<file path="config.mk">
export PLATFORM = sky130hd
export DESIGN_NAME = mcpwm_top
export DESIGN_NICKNAME = d
export VERILOG_FILES = /design/src/rtl/mcpwm_pkg.sv /design/src/rtl/mcpwm_regs.sv /design/src/rtl/mcpwm_timebase.sv /design/src/rtl/mcpwm_deadband.sv /design/src/rtl/mcpwm_fault.sv /design/src/rtl/mcpwm_top.sv
export SDC_FILE = /design/constraint.sdc
export NUM_CORES = 1
export LEC_CHECK = 0
export CAP_MARGIN = 20
export CORE_MARGIN = 2
export CORE_UTILIZATION = 50
export DETAILED_ROUTE_END_ITERATION = 10
export PLACE_DENSITY_LB_ADDON = 0.08
export RECOVER_POWER = 100
export SKIP_LAST_GASP = 1
export SYNTH_ARGS = -nofsm -noshare
export SYNTH_HDL_FRONTEND = slang
export SYNTH_SLANG_ARGS = --single-unit
export TNS_END_PERCENT = 10
</file>
<file path="constraint.sdc">
create_clock -name clk -period 3.1 [get_ports clk]
set_input_delay 0.465 -clock clk [delete_from_list [all_inputs] [get_ports clk]]
set_output_delay 0.465 -clock clk [all_outputs]
set_load 0.01 [all_outputs]
</file>
<file path="src/rtl/mcpwm_pkg.sv">
`timescale 1ns/1ps
package mcpwm_pkg;
  localparam int unsigned ADDR_W = 3;
  localparam int unsigned RL_W   = 4;

  localparam logic [ADDR_W-1:0] A_CTRL   = 3'd0;
  localparam logic [ADDR_W-1:0] A_PERIOD = 3'd1;
  localparam logic [ADDR_W-1:0] A_DUTY0  = 3'd2;
  localparam logic [ADDR_W-1:0] A_DEAD   = 3'd5;
  localparam logic [ADDR_W-1:0] A_FMASK  = 3'd6;
  localparam logic [ADDR_W-1:0] A_IRQCLR = 3'd7;

  typedef struct packed {
    logic [RL_W-1:0] rl_sel;
    logic            center;
    logic            en;
  } ctrl_t;
endpackage

</file>
<file path="src/rtl/mcpwm_regs.sv">
`timescale 1ns/1ps
module mcpwm_regs
  import mcpwm_pkg::*;
#(
  parameter int unsigned CNT_W  = 8,
  parameter int unsigned DT_W   = 4,
  parameter int unsigned NPAIR  = 3,
  parameter int unsigned DATA_W = 16
) (
  input  logic                          clk,
  input  logic                          rst_n,
  input  logic                          wr_en,
  input  logic [ADDR_W-1:0]             wr_addr,
  input  logic [DATA_W-1:0]             wr_data,
  input  logic                          reload_i,
  output ctrl_t                         ctrl_o,
  output logic [CNT_W-1:0]              period_o,
  output logic [NPAIR-1:0][CNT_W-1:0]   duty_o,
  output logic [DT_W-1:0]               dead_o,
  output logic                          dead_lock_o,
  output logic [2*NPAIR-1:0]            fmask_o,
  output logic                          irq_o
);
  localparam int unsigned NOUT = 2 * NPAIR;

  ctrl_t                        ctrl_q, ctrl_d;
  logic [CNT_W-1:0]             period_q, period_d;
  logic [NPAIR-1:0][CNT_W-1:0]  duty_q, duty_d;
  logic [DT_W-1:0]              dead_q, dead_d;
  logic                         dlock_q, dlock_d;
  logic [NOUT-1:0]              fmask_q, fmask_d;
  logic                         flock_q, flock_d;
  logic                         irq_q, irq_d;
  logic                         clr_hit;
  logic                         unused_data;

  assign unused_data = ^wr_data;
  assign clr_hit = wr_en && (wr_addr == A_IRQCLR) && wr_data[0];

  always_comb begin
    ctrl_d   = ctrl_q;
    period_d = period_q;
    duty_d   = duty_q;
    dead_d   = dead_q;
    dlock_d  = dlock_q;
    fmask_d  = fmask_q;
    flock_d  = flock_q;
    if (wr_en) begin
      if (wr_addr == A_CTRL) begin
        ctrl_d.en     = wr_data[0];
        ctrl_d.center = wr_data[1];
        ctrl_d.rl_sel = wr_data[2 +: RL_W];
      end
      if (wr_addr == A_PERIOD) period_d = wr_data[CNT_W-1:0];
      for (int k = 0; k < NPAIR; k++) begin
        if (wr_addr == A_DUTY0 + ADDR_W'(k)) duty_d[k] = wr_data[CNT_W-1:0];
      end
      if ((wr_addr == A_DEAD) && !dlock_q) begin
        dead_d  = wr_data[DT_W-1:0];
        dlock_d = 1'b1;
      end
      if ((wr_addr == A_FMASK) && !flock_q) begin
        fmask_d = wr_data[NOUT-1:0];
        flock_d = 1'b1;
      end
    end
    // A reload on the same edge as a clear keeps the flag set.
    if (reload_i)     irq_d = 1'b1;
    else if (clr_hit) irq_d = 1'b0;
    else              irq_d = irq_q;
  end

  always_ff @(posedge clk or negedge rst_n) begin
    if (!rst_n) begin
      ctrl_q   <= '0;
      period_q <= '0;
      duty_q   <= '0;
      dead_q   <= '0;
      dlock_q  <= 1'b0;
      fmask_q  <= '0;
      flock_q  <= 1'b0;
      irq_q    <= 1'b0;
    end else begin
      ctrl_q   <= ctrl_d;
      period_q <= period_d;
      duty_q   <= duty_d;
      dead_q   <= dead_d;
      dlock_q  <= dlock_d;
      fmask_q  <= fmask_d;
      flock_q  <= flock_d;
      irq_q    <= irq_d;
    end
  end

  assign ctrl_o      = ctrl_q;
  assign period_o    = period_q;
  assign duty_o      = duty_q;
  assign dead_o      = dead_q;
  assign dead_lock_o = dlock_q;
  assign fmask_o     = fmask_q;
  assign irq_o       = irq_q;
endmodule

</file>
<file path="src/rtl/mcpwm_timebase.sv">
`timescale 1ns/1ps
module mcpwm_timebase
  import mcpwm_pkg::*;
#(
  parameter int unsigned CNT_W = 8,
  parameter int unsigned NPAIR = 3
) (
  input  logic                         clk,
  input  logic                         rst_n,
  input  logic                         en_i,
  input  logic                         center_i,
  input  logic [RL_W-1:0]              rl_sel_i,
  input  logic [CNT_W-1:0]             period_buf_i,
  input  logic [NPAIR-1:0][CNT_W-1:0]  duty_buf_i,
  output logic                         wrap_o,
  output logic                         reload_o,
  output logic                         sync_o,
  output logic [NPAIR-1:0]             raw_o
);
  logic [CNT_W-1:0]             cnt_q, cnt_d;
  logic                         up_q, up_d;
  logic [RL_W-1:0]              rl_q, rl_d;
  logic [CNT_W-1:0]             per_q, per_d;
  logic [NPAIR-1:0][CNT_W-1:0]  duty_q, duty_d;
  logic                         sync_q;
  logic [NPAIR-1:0]             raw_q, raw_d;
  logic [CNT_W:0]               cnt_inc;
  logic                         wrap, reload;

  assign cnt_inc = {1'b0, cnt_q} + (CNT_W+1)'(1);

  // Counter sequencing: sawtooth or triangle.
  always_comb begin
    wrap  = 1'b0;
    cnt_d = cnt_q;
    up_d  = up_q;
    if (!en_i) begin
      cnt_d = '0;
      up_d  = 1'b1;
    end else if (per_q == '0) begin
      wrap  = 1'b1;
      cnt_d = '0;
      up_d  = 1'b1;
    end else if (!center_i) begin
      up_d = 1'b1;
      if (cnt_inc >= {1'b0, per_q}) begin
        wrap  = 1'b1;
        cnt_d = '0;
      end else begin
        cnt_d = cnt_inc[CNT_W-1:0];
      end
    end else if (up_q) begin
      cnt_d = cnt_inc[CNT_W-1:0];
      if (cnt_inc >= {1'b0, per_q}) up_d = 1'b0;
    end else if (cnt_q <= CNT_W'(1)) begin
      wrap  = 1'b1;
      cnt_d = '0;
      up_d  = 1'b1;
    end else begin
      cnt_d = cnt_q - CNT_W'(1);
    end
  end

  // Reload interval and shadow transfer.
  always_comb begin
    reload = wrap && (rl_q >= rl_sel_i);
    rl_d   = rl_q;
    per_d  = per_q;
    duty_d = duty_q;
    if (!en_i) begin
      rl_d = '0;
    end else if (wrap) begin
      rl_d = reload ? '0 : rl_q + RL_W'(1);
    end
    if (!en_i || reload) begin
      per_d  = period_buf_i;
      duty_d = duty_buf_i;
    end
  end

  // Duty comparison per pair.
  always_comb begin
    for (int k = 0; k < NPAIR; k++) begin
      raw_d[k] = en_i && ((duty_q[k] >= per_q) || (cnt_q < duty_q[k]));
    end
  end

  always_ff @(posedge clk or negedge rst_n) begin
    if (!rst_n) begin
      cnt_q  <= '0;
      up_q   <= 1'b1;
      rl_q   <= '0;
      per_q  <= '0;
      duty_q <= '0;
      sync_q <= 1'b0;
      raw_q  <= '0;
    end else begin
      cnt_q  <= cnt_d;
      up_q   <= up_d;
      rl_q   <= rl_d;
      per_q  <= per_d;
      duty_q <= duty_d;
      sync_q <= wrap;
      raw_q  <= raw_d;
    end
  end

  assign wrap_o   = wrap;
  assign reload_o = reload;
  assign sync_o   = sync_q;
  assign raw_o    = raw_q;
endmodule

</file>
<file path="src/rtl/mcpwm_deadband.sv">
`timescale 1ns/1ps
module mcpwm_deadband #(
  parameter int unsigned DT_W = 4
) (
  input  logic            clk,
  input  logic            rst_n,
  input  logic            raw_i,
  input  logic [DT_W-1:0] dead_i,
  output logic            hi_o,
  output logic            lo_o
);
  logic            prev_q;
  logic [DT_W-1:0] gap_q, gap_d;
  logic            hi_q, hi_d, lo_q, lo_d;

  always_comb begin
    if (raw_i != prev_q)   gap_d = dead_i;
    else if (gap_q != '0)  gap_d = gap_q - DT_W'(1);
    else                   gap_d = gap_q;
    hi_d =  raw_i && (gap_d == '0);
    lo_d = !raw_i && (gap_d == '0);
  end

  always_ff @(posedge clk or negedge rst_n) begin
    if (!rst_n) begin
      prev_q <= 1'b0;
      gap_q  <= '0;
      hi_q   <= 1'b0;
      lo_q   <= 1'b0;
    end else begin
      prev_q <= raw_i;
      gap_q  <= gap_d;
      hi_q   <= hi_d;
      lo_q   <= lo_d;
    end
  end

  assign hi_o = hi_q;
  assign lo_o = lo_q;
endmodule

</file>
<file path="src/rtl/mcpwm_fault.sv">
`timescale 1ns/1ps
module mcpwm_fault (
  input  logic clk,
  input  logic rst_n,
  input  logic fault_i,
  input  logic pstart_i,
  output logic active_o
);
  logic s1_q, s2_q, lat_q, lat_d;

  always_comb begin
    if (s2_q)          lat_d = 1'b1;
    else if (pstart_i) lat_d = 1'b0;
    else               lat_d = lat_q;
  end

  always_ff @(posedge clk or negedge rst_n) begin
    if (!rst_n) begin
      s1_q  <= 1'b0;
      s2_q  <= 1'b0;
      lat_q <= 1'b0;
    end else begin
      s1_q  <= fault_i;
      s2_q  <= s1_q;
      lat_q <= lat_d;
    end
  end

  assign active_o = lat_q;
endmodule

</file>
<file path="src/rtl/mcpwm_top.sv">
`timescale 1ns/1ps
module mcpwm_top
  import mcpwm_pkg::*;
#(
  parameter int unsigned CNT_W  = 8,
  parameter int unsigned DT_W   = 4,
  parameter int unsigned NPAIR  = 3,
  parameter int unsigned DATA_W = 16
) (
  input  logic                 clk,
  input  logic                 rst_n,
  input  logic                 wr_en,
  input  logic [ADDR_W-1:0]    wr_addr,
  input  logic [DATA_W-1:0]    wr_data,
  input  logic                 fault_in,
  output logic [2*NPAIR-1:0]   pwm_out,
  output logic                 adc_sync,
  output logic                 reload_irq
);
  localparam int unsigned NOUT = 2 * NPAIR;

  ctrl_t                        ctrl_w;
  logic [CNT_W-1:0]             period_w;
  logic [NPAIR-1:0][CNT_W-1:0]  duty_w;
  logic [DT_W-1:0]              dead_w;
  logic                         dlock_w;
  logic [NOUT-1:0]              fmask_w;
  logic                         wrap_w, reload_w;
  logic [NPAIR-1:0]             raw_w, hi_w, lo_w;
  logic [NOUT-1:0]              drive_w;
  logic                         fault_w;
  logic                         en_w;

  mcpwm_regs #(.CNT_W(CNT_W), .DT_W(DT_W), .NPAIR(NPAIR), .DATA_W(DATA_W)) regs_i (
    .clk(clk), .rst_n(rst_n), .wr_en(wr_en), .wr_addr(wr_addr), .wr_data(wr_data),
    .reload_i(reload_w), .ctrl_o(ctrl_w), .period_o(period_w), .duty_o(duty_w),
    .dead_o(dead_w), .dead_lock_o(dlock_w), .fmask_o(fmask_w), .irq_o(reload_irq)
  );

  mcpwm_timebase #(.CNT_W(CNT_W), .NPAIR(NPAIR)) tb_i (
    .clk(clk), .rst_n(rst_n), .en_i(ctrl_w.en), .center_i(ctrl_w.center),
    .rl_sel_i(ctrl_w.rl_sel), .period_buf_i(period_w), .duty_buf_i(duty_w),
    .wrap_o(wrap_w), .reload_o(reload_w), .sync_o(adc_sync), .raw_o(raw_w)
  );

  for (genvar k = 0; k < NPAIR; k++) begin : g_pair
    mcpwm_deadband #(.DT_W(DT_W)) db_i (
      .clk(clk), .rst_n(rst_n), .raw_i(raw_w[k]), .dead_i(dead_w),
      .hi_o(hi_w[k]), .lo_o(lo_w[k])
    );
    assign drive_w[2*k]   = hi_w[k];
    assign drive_w[2*k+1] = lo_w[k];
  end

  mcpwm_fault fault_i0 (
    .clk(clk), .rst_n(rst_n), .fault_i(fault_in), .pstart_i(wrap_w), .active_o(fault_w)
  );

  assign en_w    = ctrl_w.en;
  assign pwm_out = drive_w & ~(fmask_w & {NOUT{fault_w}}) & {NOUT{en_w}};
endmodule

</file>
; After elaboration in Yosys (flattened, before gate mapping)
; Index checks and enable logic that the tools add are counted.
[word_totals]
out_inout_bits = 8
wordCells = 137
regBits = 124
[op_classes]
order_cmp = 9
add_sub_neg = 6
muxes = 30
reduce_logical = 41
eq_ne = 11
n_bitwise = 4
[ops]
columns = cell, n
row1 = 8-bit 2-to-1 mux, 6
row2 = 4-bit 2-to-1 mux, 9
row3 = 8-bit greater-or-equal comparator, 3
row4 = 8-bit < comparator, 3
row5 = 6-bit AND, 3
row6 = 1-bit 2-to-1 mux, 15
row7 = 1-bit logical AND, 14
row8 = 2-bit AND reduction, 7
row9 = 3-bit == test (second input constant), 4
row10 = 4-bit zero test, 3
row11 = 4-bit nonzero test, 3
row12 = 4-bit by 1-bit subtractor with 4-bit output (second input constant), 3
row13 = 8-bit by 1-bit adder with 9-bit output (second input constant), 1
row14 = 9-bit by 8-bit greater-or-equal comparator with 1-bit output, 1
row15 = 8-bit by 1-bit <= comparator with 1-bit output (second input constant), 1
row16 = 8-bit zero test, 1
row17 = 8-bit by 1-bit subtractor with 8-bit output (second input constant), 1
row18 = 3-bit by 2-bit == test with 1-bit output (second input constant), 2
row19 = 1-bit zero test, 6
row20 = 6-bit NOT, 1
row21 = 4-bit by 1-bit adder with 4-bit output (second input constant), 1
row22 = 4-bit greater-or-equal comparator, 1
row23 = 1-bit logical OR, 4
row24 = 2-bit nonzero test, 2
row25 = 4 further kinds, 6

; Logic depth before layout (Yosys ltp)
[depth]
word_depth = 10
depth_mapped = 13
depth_no_buf = 11

; Modules after synthesis
; Synthesis repeated with hierarchy kept, for this count alone.
[unflattened]
hier_cells = 588
area_unflattened_um2 = 6900.4
[by_module_without_submodules]
columns = mod, n_inst, cells_each, area_per_inst_um2, seq_area_each_um2
row1 = mcpwm_timebase, 1, 346, 3647.2, 1227.4
row2 = mcpwm_regs, 1, 117, 1984.4, 1276.2
row3 = mcpwm_deadband, 3, 36, 376.6, 175.2
row4 = mcpwm_fault, 1, 5, 86.3, 75.1
row5 = mcpwm_top, 1, 12, 52.6, 0.0

; Worst setup path before layout
; OpenSTA, ideal clock, no wires.
[synth_path]
kind = flip-flop to flip-flop
from = reg tb_i.cnt_q[1]
to = reg tb_i.duty_q[0] (netlist name)
setup_slack_ps = 334
stages_incl_launch_ff = 13
synth_period_minus_slack_ps = 2766
t_arrival_ps = 2641
n_path_buf = 1
t_required_ps = 2975
setup_time_ps = 125
path_cell_list = dfrtp_1 ha_1 nand3_1 nor2_1 xor2_1 ha_1 a21oi_1 o21ai_0 o21bai_1 a31oi_2 o21ai_4 buf_12 mux2_4
[synth_between]
elab_chain_cells = 8
[synth_rtl]
columns = item, line_no
row1 = start: declaration, mcpwm_timebase.sv:20  ; logic [CNT_W-1:0] cnt_q, cnt_d;
row2 = start signal: assignment, mcpwm_timebase.sv:98  ; cnt_q <= cnt_d;
row3 = 8-bit by 1-bit adder with 9-bit output or 8-bit by 1-bit <= comparator with 1-bit output (tied branches), "mcpwm_timebase.sv:30, mcpwm_timebase.sv:55"
row4 = 9-bit by 8-bit greater-or-equal comparator with 1-bit output or 1-bit 2-to-1 mux (tied branches), "mcpwm_timebase.sv:46, mcpwm_timebase.sv:55"
row5 = "1-bit 2-to-1 mux, on equally long branches", "mcpwm_timebase.sv:46, mcpwm_timebase.sv:52"
row6 = 1-bit 2-to-1 mux *, mcpwm_timebase.sv:44  ; end else if (!center_i) begin
row7 = 1-bit 2-to-1 mux *, mcpwm_timebase.sv:40  ; end else if (per_q == '0) begin
row8 = 1-bit 2-to-1 mux *, mcpwm_timebase.sv:37  ; if (!en_i) begin
row9 = 1-bit logical AND *, mcpwm_timebase.sv:66  ; reload = wrap && (rl_q >= rl_sel_i);
row10 = 1-bit logical OR *, mcpwm_timebase.sv:75  ; if (!en_i || reload) begin
row11 = end signal: assignment, mcpwm_timebase.sv:102  ; duty_q <= duty_d;
row12 = end: declaration, mcpwm_timebase.sv:24  ; logic [NPAIR-1:0][CNT_W-1:0] duty_q, duty_d;
; Every way passes the cells marked *; elsewhere a longest branch is shown, timed or not.
; A chain may end at the register's enable or synchronous reset.

; Final worst setup path
[layout_path]
from = reg tb_i.cnt_q[1]
to = reg tb_i.duty_q[12] (netlist name)
; The elaborated chain is that of the path after synthesis.

==> metrics.md <==
| Metric | Value |
|---|---|
| Status | `finished, violations left` |
| Failing checks | `max-capacitance violations, max-slew violations` |
| Initial Util | `51.0%` |
| Buffer type at the clock tree root | `sky130_fd_sc_hd__clkbuf_16` |
| TritonCTS Sinks | `124` |
| Element type at the critical path end | `flop` |
| Worst VDD drop | `0.625 mV` |
| Leading area contributor after synthesis | `sky130_fd_sc_hd__dfrtp_1` |
| Kind of start point of the critical path | `flop` |
| Prevailing post-synth register cell | `sky130_fd_sc_hd__dfrtp_1` |
| Final Max Tran Viols | `41` |
| Wire length of the first global-routing pass | `25.3 mm` |
| Largest driver fanout on the critical path | `22` |
| Worst-skew pair later-pin latency | `a little over 0.4 ns` |
| Number of warning messages in the yosys log | `0` |
| Top metal layer carrying routed signals | `met4` |
| Area growth from synthesis to final layout | `16.7%` |
| Hold_ws | `0.357 ns` |
| Part of the Yosys area used for sequential elements | `45.9%` |
| Count of nets after finishing | `roughly 730` |
| Syn Area/Cell | `11.4 um2` |
| Worst hold path type | `reg -> reg` |
| DRC errors left | `0` |
| Crit path top cell by count | `sky130_fd_sc_hd__ha_1` |
| Port Buffer Count | `22` |
| Portion of total power attributed to sequential cells | `34.4%` |
| RSZ-0062 raised after global routing | `yes` |
| Violation count after the first detailed-routing iteration | `about 230` |
| Switching Share | `between 30% and 40%` |
| Largest cells by area after synthesis | `sky130_fd_sc_hd__dfrtp_1 (46%), sky130_fd_sc_hd__ha_1 (12%), sky130_fd_sc_hd__mux2_2 (7.7%)` |
| Fraction of power consumed by the clock network | `28.6%` |
| Filler instances | `~1100` |
| Setup TNS Final | `0 ns` |
| Count of H-tree levels built during CTS | `4` |
| Worst slew margin | `-38.4%` |
| Share of final-layout standard cells stronger than drive strength 1 | `between 20% and 30%` |
| Ordered cell list for the critical path | `ha_1 > nand3_1 > buf_4 > xnor2_1 > ha_1 > a21oi_1 > o21ai_0 > o21bai_1 > a31oi_4 > o21ai_4 > buf_12 > mux2_2` |
| Clock-pin slew reported for the worst setup and hold paths after clock tree synthesis | `0.05 ns` |
| Total global routing overflow | `0` |
| Pwr per Cell Area | `927 mW/mm2` |
| DIE AREA | `0.0145 mm2` |
| Number of unique standard cell types used by synthesis | `56` |
| Final-report hold violation count | `0` |
| Share of power burned in combinational logic | `36.9%` |
| Wire length on met1 | `7.15 mm` |
| Net switching power | `2540 uW` |
| Post-synth top area share | `45.5%` |
| Crit-path max cell delay | `approximately 0.4 ns` |
| Asr flop ratio synth | `100%` |
| Post-synthesis register bit count | `around 120` |
| Detailed route wirelength on metal2 | `around 7.1 mm` |
| Slack of the critical path | `around 0.15 ns` |
| Slew @ Worst Pin | `2.08 ns` |
| Cell area after layout | `0.00789 mm2` |
| Wire length per cell after detailed routing | `between 15 and 20 um` |
| Slowest CP cell | `sky130_fd_sc_hd__dfrtp_1` |
| CTS tree | `done` |
| Horiz. Die Dim | `120 um` |
| Max-cap violation count | `1` |
| Chip Height | `120 um` |
| Global router's overall resource usage | `22.9%` |
| Antenna violations before repair | `0` |
| Cell area after synthesis | `about 0.0068 mm2` |
| Maximum number of pins on one net before global-route repair | `62` |
| Worst Path Class, Setup | `reg -> reg` |
| Post-Place Worst Slack | `between 0.04 and 0.05 ns` |
| Required time at the endpoint of the critical path | `approximately 3.4 ns` |
| Routability congestion estimate | `0.851` |
| Boundary pin count | `31` |
| Period Utilization, post-route | `95.2%` |
| Commonest cells post-synth | `sky130_fd_sc_hd__dfrtp_1 (123), sky130_fd_sc_hd__ha_1 (64), sky130_fd_sc_hd__inv_1 (48), sky130_fd_sc_hd__mux2_2 (46), sky130_fd_sc_hd__nand2_1 (46)` |
| Inserted Clock Buffers | `17` |
| Post-synth net total | `681` |
| Length of routed met3 wiring | `509 um` |
| Final Routed Wirelength | `about 15 mm` |
| Ant. Diodes | `0` |
| Count of hold buffers inserted by post-cts repair | `0` |
| Number of buffers on the longest clock path | `2` |
| Max frequency | `339 MHz` |
| Setup violations, final | `0` |
| DP HPWL | `10.8 mm` |
| Remaining number of nets flagged by the antenna check after routing | `0` |
| Cell Area, Placed | `0.00725 mm2` |
| Detailed-route vias per instance | `5.59` |
| Internal Power | `4770 uW` |
| Number of global-route vias before repair | `4917` |
| Number of instances in the synthesized netlist | `594` |
| Placeable Area | `0.0132 mm2` |
| Number of enable flip-flop cells after synthesis | `0` |
| Count leader, synth | `sky130_fd_sc_hd__dfrtp_1` |
| Via count of the routed design | `approximately 4700` |
| Total number of placement rows | `between 40 and 50` |
| Initial DRT Pass Iterations | `5` |
| CP Data Arrival Time | `3.24 ns` |
| Worst setup skew after layout | `0.00869 ns` |
| Reported leakage power | `0.00373 uW` |
| Final critical path time including I/O delays and setup | `slightly below 3 ns` |
-- sequential cells by signal (all words and copies together) (netlist names) --
register and count:
regs_i.dead_lock_o 1, tb_i.duty_q 24, g_pair.db_i.hi_o 3, fault_i0.active_o 1, regs_i.flock_q 1, regs_i.irq_o 1
regs_i.ctrl_o 6, regs_i.duty_o 24, fault_i0.s1_q 1, regs_i.dead_o 4, tb_i.per_q 8, tb_i.raw_o 3
tb_i.rl_q 4, tb_i.up_q 1, g_pair.db_i.gap_q 12, regs_i.period_o 8, g_pair.db_i.prev_q 3, tb_i.sync_o 1
g_pair.db_i.lo_o 3, tb_i.cnt_q 8, regs_i.fmask_o 6, fault_i0.s2_q 1
-- worst max-delay path, delay by kind of cell (launching register included) --
| family | cells | cell delay (ns) |
|---|---|---|
| xor gates and xnor gates | 1 | 0.13 |
| buffers and inverters | 2 | 0.43 |
| DFF | 1 | 0.39 |
| muxes | 1 | 0.36 |
| and+or+nand+nor | 1 | 0.13 |
| AOI/OAI and AO/OA | 5 | 0.85 |
| adders and majority gates | 2 | 0.52 |
-- power by group through the flow --
stage / registers, uW / logic, uW / clock network [uW]
2_1_floorplan: 2410 / 2040 / 0
3_3_place_gp: 2520 / 2560 / 0
3_5_place_dp: 2540 / 2670 / 0
4_1_cts: 2520 / 2710 / 2140
5_1_grt: 2590 / 3080 / 2210
6_report: 2520 / 2700 / 2090
-- path summary, 6_finish.rpt --
check	slack, ns	start	cells past startpoint	end
setup / recovery	0.15	tb_i.cnt_q[1]	12	tb_i.duty_q[12]
hold / removal	0.36	fault_i0.s1_q	0	fault_i0.s2_q
setup reg to reg	0.15	tb_i.cnt_q[1]	12	tb_i.duty_q[12]
hold reg to reg	0.36	fault_i0.s1_q	0	fault_i0.s2_q
max in group asynchronous	0.58	rst_n	2	tb_i.rl_q[3]
min in group asynchronous	0.65	rst_n	1	regs_i.duty_o[0]
-- logic make-up after synthesis --
group                      count (synthesis)  synth area share (%)
AOI/OAI and AO/OA                        108                  10.5
xor gates and xnor gates                  13                  1.68
adders and majority gates                 64                  11.8
buffers and inverters                     61                  4.30
DFF                                      124                  45.9
muxes                                     80                  14.9
and+or+nand+nor                          144                  10.9
-- final cells by class --
class	count	area, um2	share of cell area (%)
clock buffer	19	443	5.61
multi-input combinational	409	3380	42.8
inverter	48	180	2.28
tap	176	220	2.79
timing repair buffer	45	378	4.79
sequential	124	3100	39.3
clock inverter	13	186	2.36
-- per-stage QoR --
step                std cells  util, %  power (uW)
global placement          798     54.8        5090
CTS                       830     59.5        7360
floorplan                 594        -        4450
detailed placement        798     54.8        5210
global route              834     59.6        7880
finish                    834     59.6        7310
-- placed cells by master, fill, tap and decap left out, drive strengths merged, types with 2 or more instances in the layout --
| cell | netlist | layout |
|---|---|---|
| a31oi | 3 | 3 |
| nor2 | 28 | 28 |
| o21ai | 25 | 25 |
| clkbuf | 7 | 27 |
| bufinv | 0 | 4 |
| mux2 | 76 | 76 |
| nor4 | 6 | 6 |
| nor3b | 7 | 7 |
| inv | 48 | 51 |
| nor4b | 4 | 4 |
| dfrtp | 123 | 123 |
| nand4 | 4 | 4 |
| nand2b | 13 | 13 |
| o21a | 2 | 2 |
| a21oi | 33 | 33 |
| a21o | 10 | 10 |
| nand3 | 10 | 10 |
| clkdlybuf4s50 | 0 | 10 |
| a21boi | 3 | 3 |
| xnor2 | 6 | 6 |
| mux2i | 4 | 4 |
| a211o | 2 | 2 |
| o31a | 5 | 5 |
| o211ai | 7 | 7 |
| buf | 6 | 16 |
| nand2 | 46 | 46 |
| ha | 64 | 64 |
| dlygate4sd3 | 0 | 11 |
| a211oi | 7 | 7 |
| xor2 | 7 | 7 |
| nor3 | 12 | 12 |
| clkinv | 0 | 5 |
| nand4b | 5 | 5 |
| nor2b | 2 | 2 |
-- what timing repair did --
item | in CTS | in global routing
endpoints found under the setup margin | 0 | 34
gates resized for setup | 0 | 3
setup buffers | 0 | 4
-- metal layers --
metal / GRT usage [%] / vias to the layer above
li1: - / 2229
met1: 31.7 / 2337
met2: 36.4 / 83
met3: 4.67 / 14
met4: 7.12 / 0
met5: 0 / -
(Power assumes the default switching activity.)
